### src/rtl/shaper_rate_packer.sv
module shaper_rate_packer #(
  parameter int RATE_W = 32,
  parameter int MANT_W = 7,
  parameter int EXP_W  = 4,
  parameter int WGT_W  = 4,
  parameter int WORD_W = 32
) (
  input  logic              clk,
  input  logic              rst_n,
  input  logic              start,
  input  logic [RATE_W-1:0] min_rate,
  input  logic [RATE_W-1:0] max_rate,
  input  logic [WGT_W-1:0]  weight,
  input  logic              sched_sel,
  input  logic [WORD_W-1:0] prev_word,
  output logic [WORD_W-1:0] word,
  output logic              done
);
  localparam int HI_E  = 0;
  localparam int HI_M  = HI_E + EXP_W;
  localparam int HI_EN = HI_M + MANT_W;
  localparam int WT    = HI_EN + 1;
  localparam int LO_E  = WT + WGT_W;
  localparam int LO_M  = LO_E + EXP_W;
  localparam int LO_EN = LO_M + MANT_W;
  localparam int RSV   = LO_EN + 1;
  localparam int SEL   = WORD_W - 1;
  localparam int RSV_W = SEL - RSV;
  localparam logic [RATE_W-1:0] LIMIT = RATE_W'((1 << MANT_W) - 1);
  localparam logic [RATE_W-1:0] TEN   = RATE_W'(10);

  logic              busy;
  logic [RATE_W-1:0] lo_v, hi_v;
  logic [EXP_W-1:0]  lo_x, hi_x;
  logic              lo_nz, hi_nz, sel_q;
  logic [WGT_W-1:0]  wgt_q;
  logic [RSV_W-1:0]  rsv_q;
  logic              lo_big, hi_big, settle;
  logic [WORD_W-1:0] packed_w;

  assign lo_big = lo_v > LIMIT;
  assign hi_big = hi_v > LIMIT;
  assign settle = busy && !lo_big && !hi_big;

  always_comb begin
    packed_w              = '0;
    packed_w[HI_M-1:HI_E] = hi_x;
    packed_w[HI_EN-1:HI_M] = hi_v[MANT_W-1:0];
    packed_w[HI_EN]       = hi_nz;
    packed_w[LO_E-1:WT]   = wgt_q;
    packed_w[LO_M-1:LO_E] = lo_x;
    packed_w[LO_EN-1:LO_M] = lo_v[MANT_W-1:0];
    packed_w[LO_EN]       = lo_nz;
    packed_w[SEL-1:RSV]   = rsv_q;
    packed_w[SEL]         = sel_q;
  end

  always_ff @(posedge clk or negedge rst_n) begin
    if (!rst_n) begin
      busy  <= 1'b0;
      lo_v  <= '0;
      hi_v  <= '0;
      lo_x  <= '0;
      hi_x  <= '0;
      lo_nz <= 1'b0;
      hi_nz <= 1'b0;
      sel_q <= 1'b0;
      wgt_q <= '0;
      rsv_q <= '0;
      word  <= '0;
      done  <= 1'b0;
    end else begin
      done <= 1'b0;
      if (!busy) begin
        if (start) begin
          busy  <= 1'b1;
          lo_v  <= min_rate;
          hi_v  <= max_rate;
          lo_x  <= '0;
          hi_x  <= '0;
          lo_nz <= |min_rate;
          hi_nz <= |max_rate;
          sel_q <= sched_sel;
          wgt_q <= weight;
          rsv_q <= prev_word[SEL-1:RSV];
        end
      end else if (settle) begin
        busy <= 1'b0;
        word <= packed_w;
        done <= 1'b1;
      end else begin
        if (lo_big) begin
          lo_v <= lo_v / TEN;
          lo_x <= lo_x + 1'b1;
        end
        if (hi_big) begin
          hi_v <= hi_v / TEN;
          hi_x <= hi_x + 1'b1;
        end
      end
    end
  end

  AST_DONE_ONE_CYCLE: assert property (@(posedge clk) disable iff (!rst_n)
    done |=> !done);
  AST_WORD_ONLY_ON_DONE: assert property (@(posedge clk) disable iff (!rst_n)
    !done |-> $stable(word));
  AST_LO_SHRINKS: assert property (@(posedge clk) disable iff (!rst_n)
    (busy && !settle && lo_big) |=> (lo_v < $past(lo_v)));
  AST_HI_SHRINKS: assert property (@(posedge clk) disable iff (!rst_n)
    (busy && !settle && hi_big) |=> (hi_v < $past(hi_v)));
  AST_HI_ENABLE: assert property (@(posedge clk) disable iff (!rst_n)
    done |-> (word[HI_EN] == (word[HI_EN-1:HI_M] != '0)));
  AST_LO_ENABLE: assert property (@(posedge clk) disable iff (!rst_n)
    done |-> (word[LO_EN] == (word[LO_EN-1:LO_M] != '0)));
  AST_BUSY_HOLDS: assert property (@(posedge clk) disable iff (!rst_n)
    (busy && start) |=> ($stable(wgt_q) && $stable(rsv_q) && $stable(sel_q)));
endmodule

### config.mk
export PLATFORM = sky130hd
export DESIGN_NAME = shaper_rate_packer
export DESIGN_NICKNAME = d
export VERILOG_FILES = /design/src/rtl/shaper_rate_packer.sv
export SDC_FILE = /design/constraint.sdc
export NUM_CORES = 1
export LEC_CHECK = 0
export ABC_CLOCK_PERIOD_IN_PS = 9400
export BUFFER_PORTS_ARGS = -buffer_cell sky130_fd_sc_hd__buf_2
export CAP_MARGIN = 10
export CORE_MARGIN = 2
export CORE_UTILIZATION = 30
export DETAILED_ROUTE_END_ITERATION = 8
export PLACE_DENSITY = 0.54
export SYNTH_ARGS = -nofsm -noshare
export SYNTH_HDL_FRONTEND = slang
export SYNTH_SLANG_ARGS = --single-unit
### constraint.sdc
create_clock -name clk -period 9.4 [get_ports clk]
set_input_delay 0.94 -clock clk [delete_from_list [all_inputs] [get_ports clk]]
set_output_delay 0.94 -clock clk [all_outputs]
set_load 0.005 [all_outputs]
* Word level (Yosys, flattened, before mapping) *
Cells that the tools add are included.

storage, ports and cells
  register bits after elaboration = 116
  word-level logic and storage cells = 53

cells by class
  $add $sub $neg = 2
  divide/modulo/power cells = 2
  $lt $le $gt $ge = 2
  eq/ne operators = 3
  multiplexer cells = 20
  bitwise gates (word level) = 1
  reductions and logical operators = 11

operator list
  kind                                                                      count
  32-bit two-way mux                                                        8
  32-bit by 4-bit divider with 32-bit output (second input constant)        2
  32-bit by 7-bit > comparator with 1-bit output (second input constant)    2
  32-bit OR reduction                                                       2
  4-bit two-way mux                                                         7
  4-bit by 1-bit adder with 4-bit output (second input constant)            2
  3-bit AND reduction                                                       2
  1-bit two-way mux                                                         5
  2-bit by 1-bit inequality test with 1-bit output (second input constant)  2
  2-bit AND reduction                                                       2
  1-bit logical AND                                                         2
  1-bit logical NOT                                                         2
  2-bit inequality test (second input constant)                             1
  2-bit nonzero test                                                        1
  1-bit inverter                                                            1

* Depth between registers and ports, before layout *
Gate-level depths: netlist of the first run.

  depth in word-level cells = 6
  gate-level depth with buffers = 48

* Least setup slack after synthesis of the first run *
No wires, ideal clock.

  path type = reg-to-reg
  start = register lo_v[27]
  end = register lo_v[0]
  setup time = 81 ps
  data arrival time = 9980 ps
  data required time = 9319 ps
  slack = -661 ps
  cell stages (with the launch flop) = 38
  period minus slack after synthesis = 10061 ps
  cell sequence = dfrtp_1 > and2b_1 > nand2b_1 > a221o_1 > or4_1 > a31o_1 > a22oi_4 > mux2_2 > xnor2_1 > nor3_1 > a2111oi_4 > inv_2 > o211ai_2 > o22ai_4 > or4_1 > a32oi_1 > mux2i_1 > or2_1 > [2 not listed] > a221oi_4 > nor4b_4 > o21ai_2 > buf_6 > mux2_2 > a211oi_4 > mux2i_1 > o32ai_2 > a211oi_2 > o41ai_2 > o221a_1 > nor4_1 > a2111oi_2 > o41ai_1 > a21oi_1 > a22oi_2 > mux2_2 > a31oi_2

on the way
  word-level cells in the longest chain between the ends = 6

RTL lines
  what                                                                                                line  RTL
  start, declared                                                                                     33    logic [RATE_W-1:0] lo_v, hi_v;
  start signal, assigned                                                                              77    lo_v <= min_rate;
  start signal, assigned                                                                              93    lo_v <= lo_v / TEN;
  parallel branches: the longest is 6 deep, another holds 32-bit by 4-bit divider with 32-bit output  --

Several ways; the timed one is not identified. The select of a mux whose other input is x is not followed.
A chain may end at the register's enable or synchronous reset.

* Worst setup path in the final report of the first run *
  start = register lo_v[30]
  end = register lo_v[1]

Same word-level chain as after synthesis.

==> results by stage, run 1 <==
STA:
- Setup violations remaining at the end of the flow were counted as 9.
- The max-slew violation total from the final report was 0.
- The worst-case hold slack is 0.470 ns.
- The time the worst path needs with I/O delays and setup is 10.69 ns.
- The hold violation count in the final report is 0.
- For the pin with the worst max-slew slack, the measured transition is 1.08 ns.
- The final critical path takes up 114% of the cycle.
- Clock skew on the completed layout was measured at 0.0130 ns.
- Setup repair after global routing could not meet its margin everywhere.
- The post-route worst setup slack is -1.29 ns.
- The worst pin sits at a relative slew slack of 28.1%.
- Based on the critical path, the design can be clocked at up to 93.5 MHz.

Run status:
- The run finished, with violations left.
- The final reports fail on negative setup slack.

GRT:
- The initial antenna violation count is 0.
- The total routing usage reported by global routing is 22.1%.
- The via count of the first global-routing pass came to 18800.
- For this run the aggregate overflow at the end of global routing stands at 0.
- Entering global routing, the biggest net connects 62 pins.
- The first global-routing pass estimated 98.8 mm of wire.

Critical path:
- The slowest stage of the critical path belongs to the cell sky130_fd_sc_hd__or4b_4.
- The largest incremental delay on the critical path is 0.57 ns.
- The most prevalent standard cell on the critical path is sky130_fd_sc_hd__buf_4.
- The worst setup path is launched from a register.
- The critical path class is register to register.
- The worst setup path is captured at a register.
- The worst register-to-register path has a depth of 48.
- The largest fanout on the critical path is 9.
- The required time of the critical path is 9.76 ns.
- The endpoint arrival time on the critical path is 11.05 ns.

CTS:
- The longest clock path from root to sink contains 2 buffers.
- The total CTS buffers is 17.
- The H-tree was split into 4 levels.
- The clock tree from TritonCTS is built.
- The clock insertion delay at the later pin of the skew report is 0.44 ns.
- The clock slew seen by the registers of the worst setup and hold paths is 0.07 ns.
- For this design, the sink count on the clock tree is 116.
- The root buffer cell is sky130_fd_sc_hd__clkbuf_16.

Worst hold path:
- The worst hold path belongs to the class primary input to async pin.

Synthesis:
- The number of different library cells used by synthesis comes to 141.
- After synthesis the netlist holds a flip-flop and latch count of 116.
- The cell count after synthesis is 2059.
- The fraction of registers with async set or reset after synthesis is 100%.
- The count of flip-flops with a built-in enable after synthesis is 0.
- The combined area of all synthesized cells is 0.0156 sq mm.
- The Yosys warning count is 0.
- The total nets after synthesis is 2165.
- The average instance in the mapped netlist occupies 7.56 sq um.
- The sequential-to-total area share from yosys stat is 18.7%.
- For this run, the leading register cell type out of synthesis is sky130_fd_sc_hd__dfrtp_1.

Route:
- The detail-routed via count per cell is 5.89.
- The violation count after the first detailed-routing iteration is 1534.
- After detailed routing, the average wire length per cell comes to 18.8 microns.
- The first detailed-routing pass ran for 6 iterations.
- The number of vias after detailed routing is 19600.
- The number of routed nets with antenna violations is 0.
- The number of design rule violations left after detail routing is 0.
- The final routed wirelength across all metal layers is 62.5 mm.

Floorplanning:
- The row count is 83.
- The die area is 0.0537 sq mm.
- During I/O placement, the number of pins put on the boundary was 137.
- The total area inside the core boundary comes to 0.0513 sq mm.
- The die boundary width is 232 microns.
- The starting density of the core is 30.3%.
- The die is 232 microns tall.

Layout:
- Summing all non-filler instances in the final layout gives an area of 0.0238 sq mm.
- In the final layout, the share of cells above drive strength 1 is 45.9%.
- The number of nets in the finished design is 2738.
- The antenna cell count is 0.
- Compared with the post-synthesis result, the final layout area differs by 53.2%.
- In the layout the commonest cells are sky130_fd_sc_hd__buf_4 (586), sky130_fd_sc_hd__nand2_1 (219), sky130_fd_sc_hd__nor2_1 (142).
- The most common cell after layout, fill and taps aside is sky130_fd_sc_hd__buf_4.

Placed design:
- The worst slack at placement is -1.47 ns.
- In this run the tool buffered the top-level ports with 107 buffer cells.
- Once placement finished, the instance area stood at 0.0205 sq mm.
- Summed over all nets, the half-perimeter wirelength after detailed placement is 43.8 mm.
- The placer congestion estimate is 0.908.

Run:
- The max-capacitance violation count is 0.
[metal layers]
metal	vias up	track usage (%)	wire (microns)
met5	-	0	0
met4	0	5.75	1440
met3	124	2.60	3110
met2	635	38.0	30200
met1	9609	29.3	27700
li1	9200	-	-
[layout make-up]
class / count / area (sq um)
timing repair buffer: 735 / 5470
fill: 4907 / 27500
clock buffer: 18 / 429
clock inverter: 14 / 130
inverter: 60 / 225
multi-input combinational: 1702 / 13800
sequential: 116 / 2920
tap: 680 / 851
[state kept, by name (all words and copies together) (netlist names)]
| register | cells |
|---|---|
| done | 1 |
| hi_x | 4 |
| sel_q | 1 |
| hi_nz | 1 |
| wgt_q | 4 |
| word | 32 |
| rsv_q | 3 |
| lo_v | 32 |
| busy | 1 |
| lo_nz | 1 |
| hi_v | 32 |
| lo_x | 4 |
[kinds of logic (layout without fill, tap and decap cells)]
group / Yosys count / count (layout) / share of synthesized area (%)
compound gates: 772 / 774 / 39.2
xor+xnor: 47 / 47 / 2.83
fa+ha+maj: 8 / 8 / 0.547
buf+inv: 244 / 827 / 6.71
flops: 116 / 116 / 18.7
mux: 97 / 97 / 6.75
simple gates: 775 / 776 / 25.3
[path summary, 6_finish.rpt]
check / startpoint / end / slack [ns]
worst min-delay path: rst_n / word[8] / 0.47
worst min register to register: rsv_q[1] / rsv_q[1] / 0.47
worst max-delay path: lo_v[30] / lo_v[1] / -1.29
min in group clk: rsv_q[1] / rsv_q[1] / 0.47
max in group asynchronous: rst_n / lo_v[27] / 7.62
worst max register to register: lo_v[30] / lo_v[1] / -1.29
[Yosys cell counts, types with 9 or more instances]
master                        n  area, sq um
sky130_fd_sc_hd__o22ai_1     24          150
sky130_fd_sc_hd__and2_1       9         56.3
sky130_fd_sc_hd__nand3_1     63          315
sky130_fd_sc_hd__nand2b_1    16          100
sky130_fd_sc_hd__o31ai_1     24          180
sky130_fd_sc_hd__a22oi_1     10         75.1
sky130_fd_sc_hd__o21ai_1     30          150
sky130_fd_sc_hd__buf_4       12         90.1
sky130_fd_sc_hd__o41ai_1     10         87.6
sky130_fd_sc_hd__a21oi_1    100          500
sky130_fd_sc_hd__a211o_1     19          166
sky130_fd_sc_hd__nor2_1     163          612
sky130_fd_sc_hd__o21ai_0    127          636
sky130_fd_sc_hd__a221oi_1    18          158
sky130_fd_sc_hd__or2_1        9         56.3
sky130_fd_sc_hd__mux2i_1     46          460
sky130_fd_sc_hd__o221ai_1    25          219
sky130_fd_sc_hd__nor3_1      73          365
sky130_fd_sc_hd__and3_1      13         81.3
sky130_fd_sc_hd__o311ai_0     9         78.8
sky130_fd_sc_hd__a211oi_1    34          255
sky130_fd_sc_hd__nand4_1     34          213
sky130_fd_sc_hd__clkbuf_1   121          454
sky130_fd_sc_hd__a41oi_1      9         78.8
sky130_fd_sc_hd__a21o_1      10         75.1
sky130_fd_sc_hd__o22a_1      11         96.3
sky130_fd_sc_hd__nand2_1    232          871
sky130_fd_sc_hd__mux2_2      47          529
sky130_fd_sc_hd__a221o_1     11          110
sky130_fd_sc_hd__a31oi_1     29          181
sky130_fd_sc_hd__xnor2_1     38          333
sky130_fd_sc_hd__buf_2       43          215
sky130_fd_sc_hd__o2111ai_1   19          166
sky130_fd_sc_hd__inv_1       51          191
sky130_fd_sc_hd__or4_1       10         75.1
sky130_fd_sc_hd__dfrtp_1    116         2900
sky130_fd_sc_hd__or3_1       16          100
sky130_fd_sc_hd__nor4_1      47          294
sky130_fd_sc_hd__o211ai_1    32          240
sky130_fd_sc_hd__o211a_1     18          180
sky130_fd_sc_hd__o21a_1      16          120
[critical path: cells and delay by family (launching register included)]
kind	cells	cell delay [ns]
compound gates	25	5.33
simple gates	8	2.31
buf+inv	12	1.96
mux	3	0.52
flops	1	0.48
[stage by stage]
stage	TNS [ns]	cells	util [%]
after floorplan	-0.442	2059	-
after global placement	-6.94	3163	39.9
after detailed placement	-7.97	3163	39.9
after CTS	-3.33	3286	44.5
after global routing	-9.96	3325	46.5
final	-6.23	3325	46.5
[what timing repair did]
item	CTS	global route
cloned	1	3
setup buffers	91	36
hold buffers	0	0
pin swaps	126	94
setup endpoints to repair	11	11
resized for setup	225	138
Power of run 1 is not shown: default switching activity piles up to over one toggle a cycle in this logic, so the estimate is an artifact.
==> inputs of run 2 (changes only) <==
Settings changed: ABC_CLOCK_PERIOD_IN_PS 9400 to 11440, PLACE_DENSITY 0.54 to 0.53.
Clock period 9.4 ns to 11.44 ns, I/O delays scaled along.
==> run 2 against run 1 <==
First-iteration DRC count is 12% lower. Final area down 21%. Hold slack about the same. Sequential share of layout area rose by 3.3 points. Largest cell class unchanged. The run now ends clean. Clock-buffer cell count fell by 1. Critical path depth fell by 4. Clock skew grew 0.0050 ns. Core utilization decreased by 9.9 points. Via count fell by 11%.
==> results by stage, run 2 (synthesis results as in run 1) <==
CTS:
- The H-tree was split into 4 levels.
- For this design, the CTS-stage hold fixing added 0 buffers.
- The clock insertion delay at the later pin of the skew report is 0.45 ns.
- No sink is reached through more buffers than the 2 on the longest clock path.
- In this run, CTS created clock tree buffers numbering 17.
- The root buffer cell is sky130_fd_sc_hd__clkbuf_16.
- The clock slew seen by the registers of the worst setup and hold paths is 0.06 ns.
- The clock drives 116 sinks.
- TritonCTS built the clock tree.

Layout:
- Leaving out fill and tap cells, the most frequent cell in the layout is sky130_fd_sc_hd__nand2_1.
- The antenna cell count is 0.
- Leaving out fill and tap cells, the most frequent cells in the layout are sky130_fd_sc_hd__nand2_1 (231), sky130_fd_sc_hd__buf_4 (185), sky130_fd_sc_hd__nor2_1 (158).
- In the final layout, the share of cells above drive strength 1 is 26.2%.
- Compared with the post-synthesis result, the final layout area differs by 20.7%.
- The filler cells instantiated in the layout total 5386.
- At the end of the flow, the number of nets in the layout was 2295.
- In the final layout, the registers with the most flip-flops are hi_v (32), lo_v (32), word (32).

Critical path:
- The startpoint of the worst register-to-register path is lo_v[27].
- For the worst setup path, the data arrival time is 11.30 ns.
- The critical path class is register to register.
- The largest incremental delay on the critical path is 0.60 ns.
- The worst register-to-register path ends at lo_v[0].
- The depth of the worst register-to-register path is 44.
- Of all nets on the critical path, the largest fanout is 15.
- For the worst setup path, the data required time is 11.81 ns.
- The endpoint kind of the worst setup timing path is a register.
- The reg-to-reg setup timing slack is 0.51 ns.
- STA classifies the critical path startpoint as a register.
- The cell with the largest stage delay on the worst path is sky130_fd_sc_hd__or4b_4.
- The most prevalent standard cell on the critical path is sky130_fd_sc_hd__buf_4.

Route:
- After the first detailed-routing iteration, the DRC count stood at 1355.
- In the routed design, unresolved DRC markers number 0.
- The pre-antenna-repair detailed-routing pass consisted of 8 iterations.
- In this run the remaining antenna-violating nets after routing total 0.
- The detail-routed net length per standard cell is 18.8 microns.
- The final routed wirelength across all metal layers is 54.2 mm.
- The detail-routed via count per cell is 6.03.
- Summing over every cut layer, the via total after detailed routing is 17400.

STA:
- At the pin with the least slew margin, the transition time is 1.10 ns.
- The clock arrives with 0.0180 ns of skew.
- In the finished design, the share of the clock period the worst path needs comes to 95.5%.
- The achievable clock frequency is 91.5 MHz.
- The summed negative setup slack over all endpoints is 0 ns.
- Setup violations remaining at the end of the flow were counted as 0.
- The max-slew violation total from the final report is 0.
- Measured against its own limit, the worst slew margin works out to 26.4%.
- The hold violation count in the final report is 0.
- The time the worst path needs with I/O delays and setup is 10.93 ns.

Placed design:
- After legalization and detailed placement, the total HPWL measured 38.3 mm.
- The placer congestion estimate is 0.884.
- The count of buffers added on input and output ports is 107.

Run status:
- The flow ran to the end, and the final reports show no timing, DRC or antenna violations.

Floorplanning:
- The die boundary width is 232 microns.
- The core outline area is 0.0513 sq mm.
- The die area is 0.0537 sq mm.
- The row count is 83.
- The starting density of the core is 30.3%.
- The floorplan step set the die height to 232 microns.
- In this run the count of I/O pins placed on the die edge is 137.

GRT:
- The total congestion overflow is 0.
- The initial antenna violation count was 0.
- The total routing usage reported by global routing is 19.5%.
- The via count of the first global-routing pass is 16300.
- The maximum number of pins on one net before global-route repair is 65.
- The global-route wire length before repair is 87.1 mm.

Worst hold path:
- The worst hold path begins at lo_nz.
- The number of instances on the worst hold path is 2.
- The worst min-delay path class is register to register.
- The endpoint of the worst hold-timing path is lo_nz.

Run:
- Across the run, the number of max-cap violations was 0.
-- run 2: cell type report --
type | count | area [sq um] | area share (%)
multi-input combinational | 1699 | 12200 | 64.9
sequential | 116 | 2910 | 15.5
timing repair buffer | 295 | 1980 | 10.6
tap | 680 | 851 | 4.53
clock buffer | 17 | 425 | 2.27
inverter | 60 | 225 | 1.20
clock inverter | 15 | 205 | 1.09
-- run 2: critical path, delay by kind of cell (launching register included) --
| family | cells | cell delay [ns] |
|---|---|---|
| buffers and inverters | 8 | 1.45 |
| multiplexers | 4 | 0.94 |
| AO/OA/AOI/OAI | 22 | 5.44 |
| AND/OR/NAND/NOR | 10 | 2.52 |
| flip-flops | 1 | 0.46 |
-- run 2: through the flow --
stage | hold slack [ns] | instance area (sq um) | setup WS, ns | util [%] | instances
after global placement | 0.455 | 17400 | 0.313 | 34.0 | 2833
after global routing | 0.497 | 18800 | -0.0184 | 36.6 | 2882
after CTS | 0.476 | 18100 | 0.0404 | 35.2 | 2865
final | 0.470 | 18800 | 0.512 | 36.6 | 2882
after floorplan | 0.433 | 15600 | 1.38 | - | 2059
after detailed placement | 0.460 | 17400 | 0.131 | 34.0 | 2833
-- run 2: what timing repair did --
item                       in CTS  in global routing
gates resized for setup         0                104
setup endpoints to repair       0                  8
setup buffers                   0                 17
-- run 2: worst max path at each step --
stage	start	end	slack, ns
after global placement	lo_v[29]	lo_v[0]	0.31
after floorplan	lo_v[27]	lo_v[0]	1.38
after detailed placement	lo_v[29]	lo_v[0]	0.13
after CTS	lo_v[29]	lo_v[0]	0.04
final	lo_v[27]	lo_v[0]	0.51
after global routing	hi_v[28]	hi_v[0]	-0.02
-- run 2: metal layers --
| layer | wire length (microns) | global-route usage (%) | share of wire, % |
|---|---|---|---|
| met3 | 3220 | 3.40 | 5.9 |
| met5 | 0 | 0 | 0 |
| met2 | 25800 | 32.4 | 48 |
| met4 | 1030 | 5.41 | 1.9 |
| met1 | 24200 | 26.0 | 45 |
Power of run 2 is left out for the same reason.
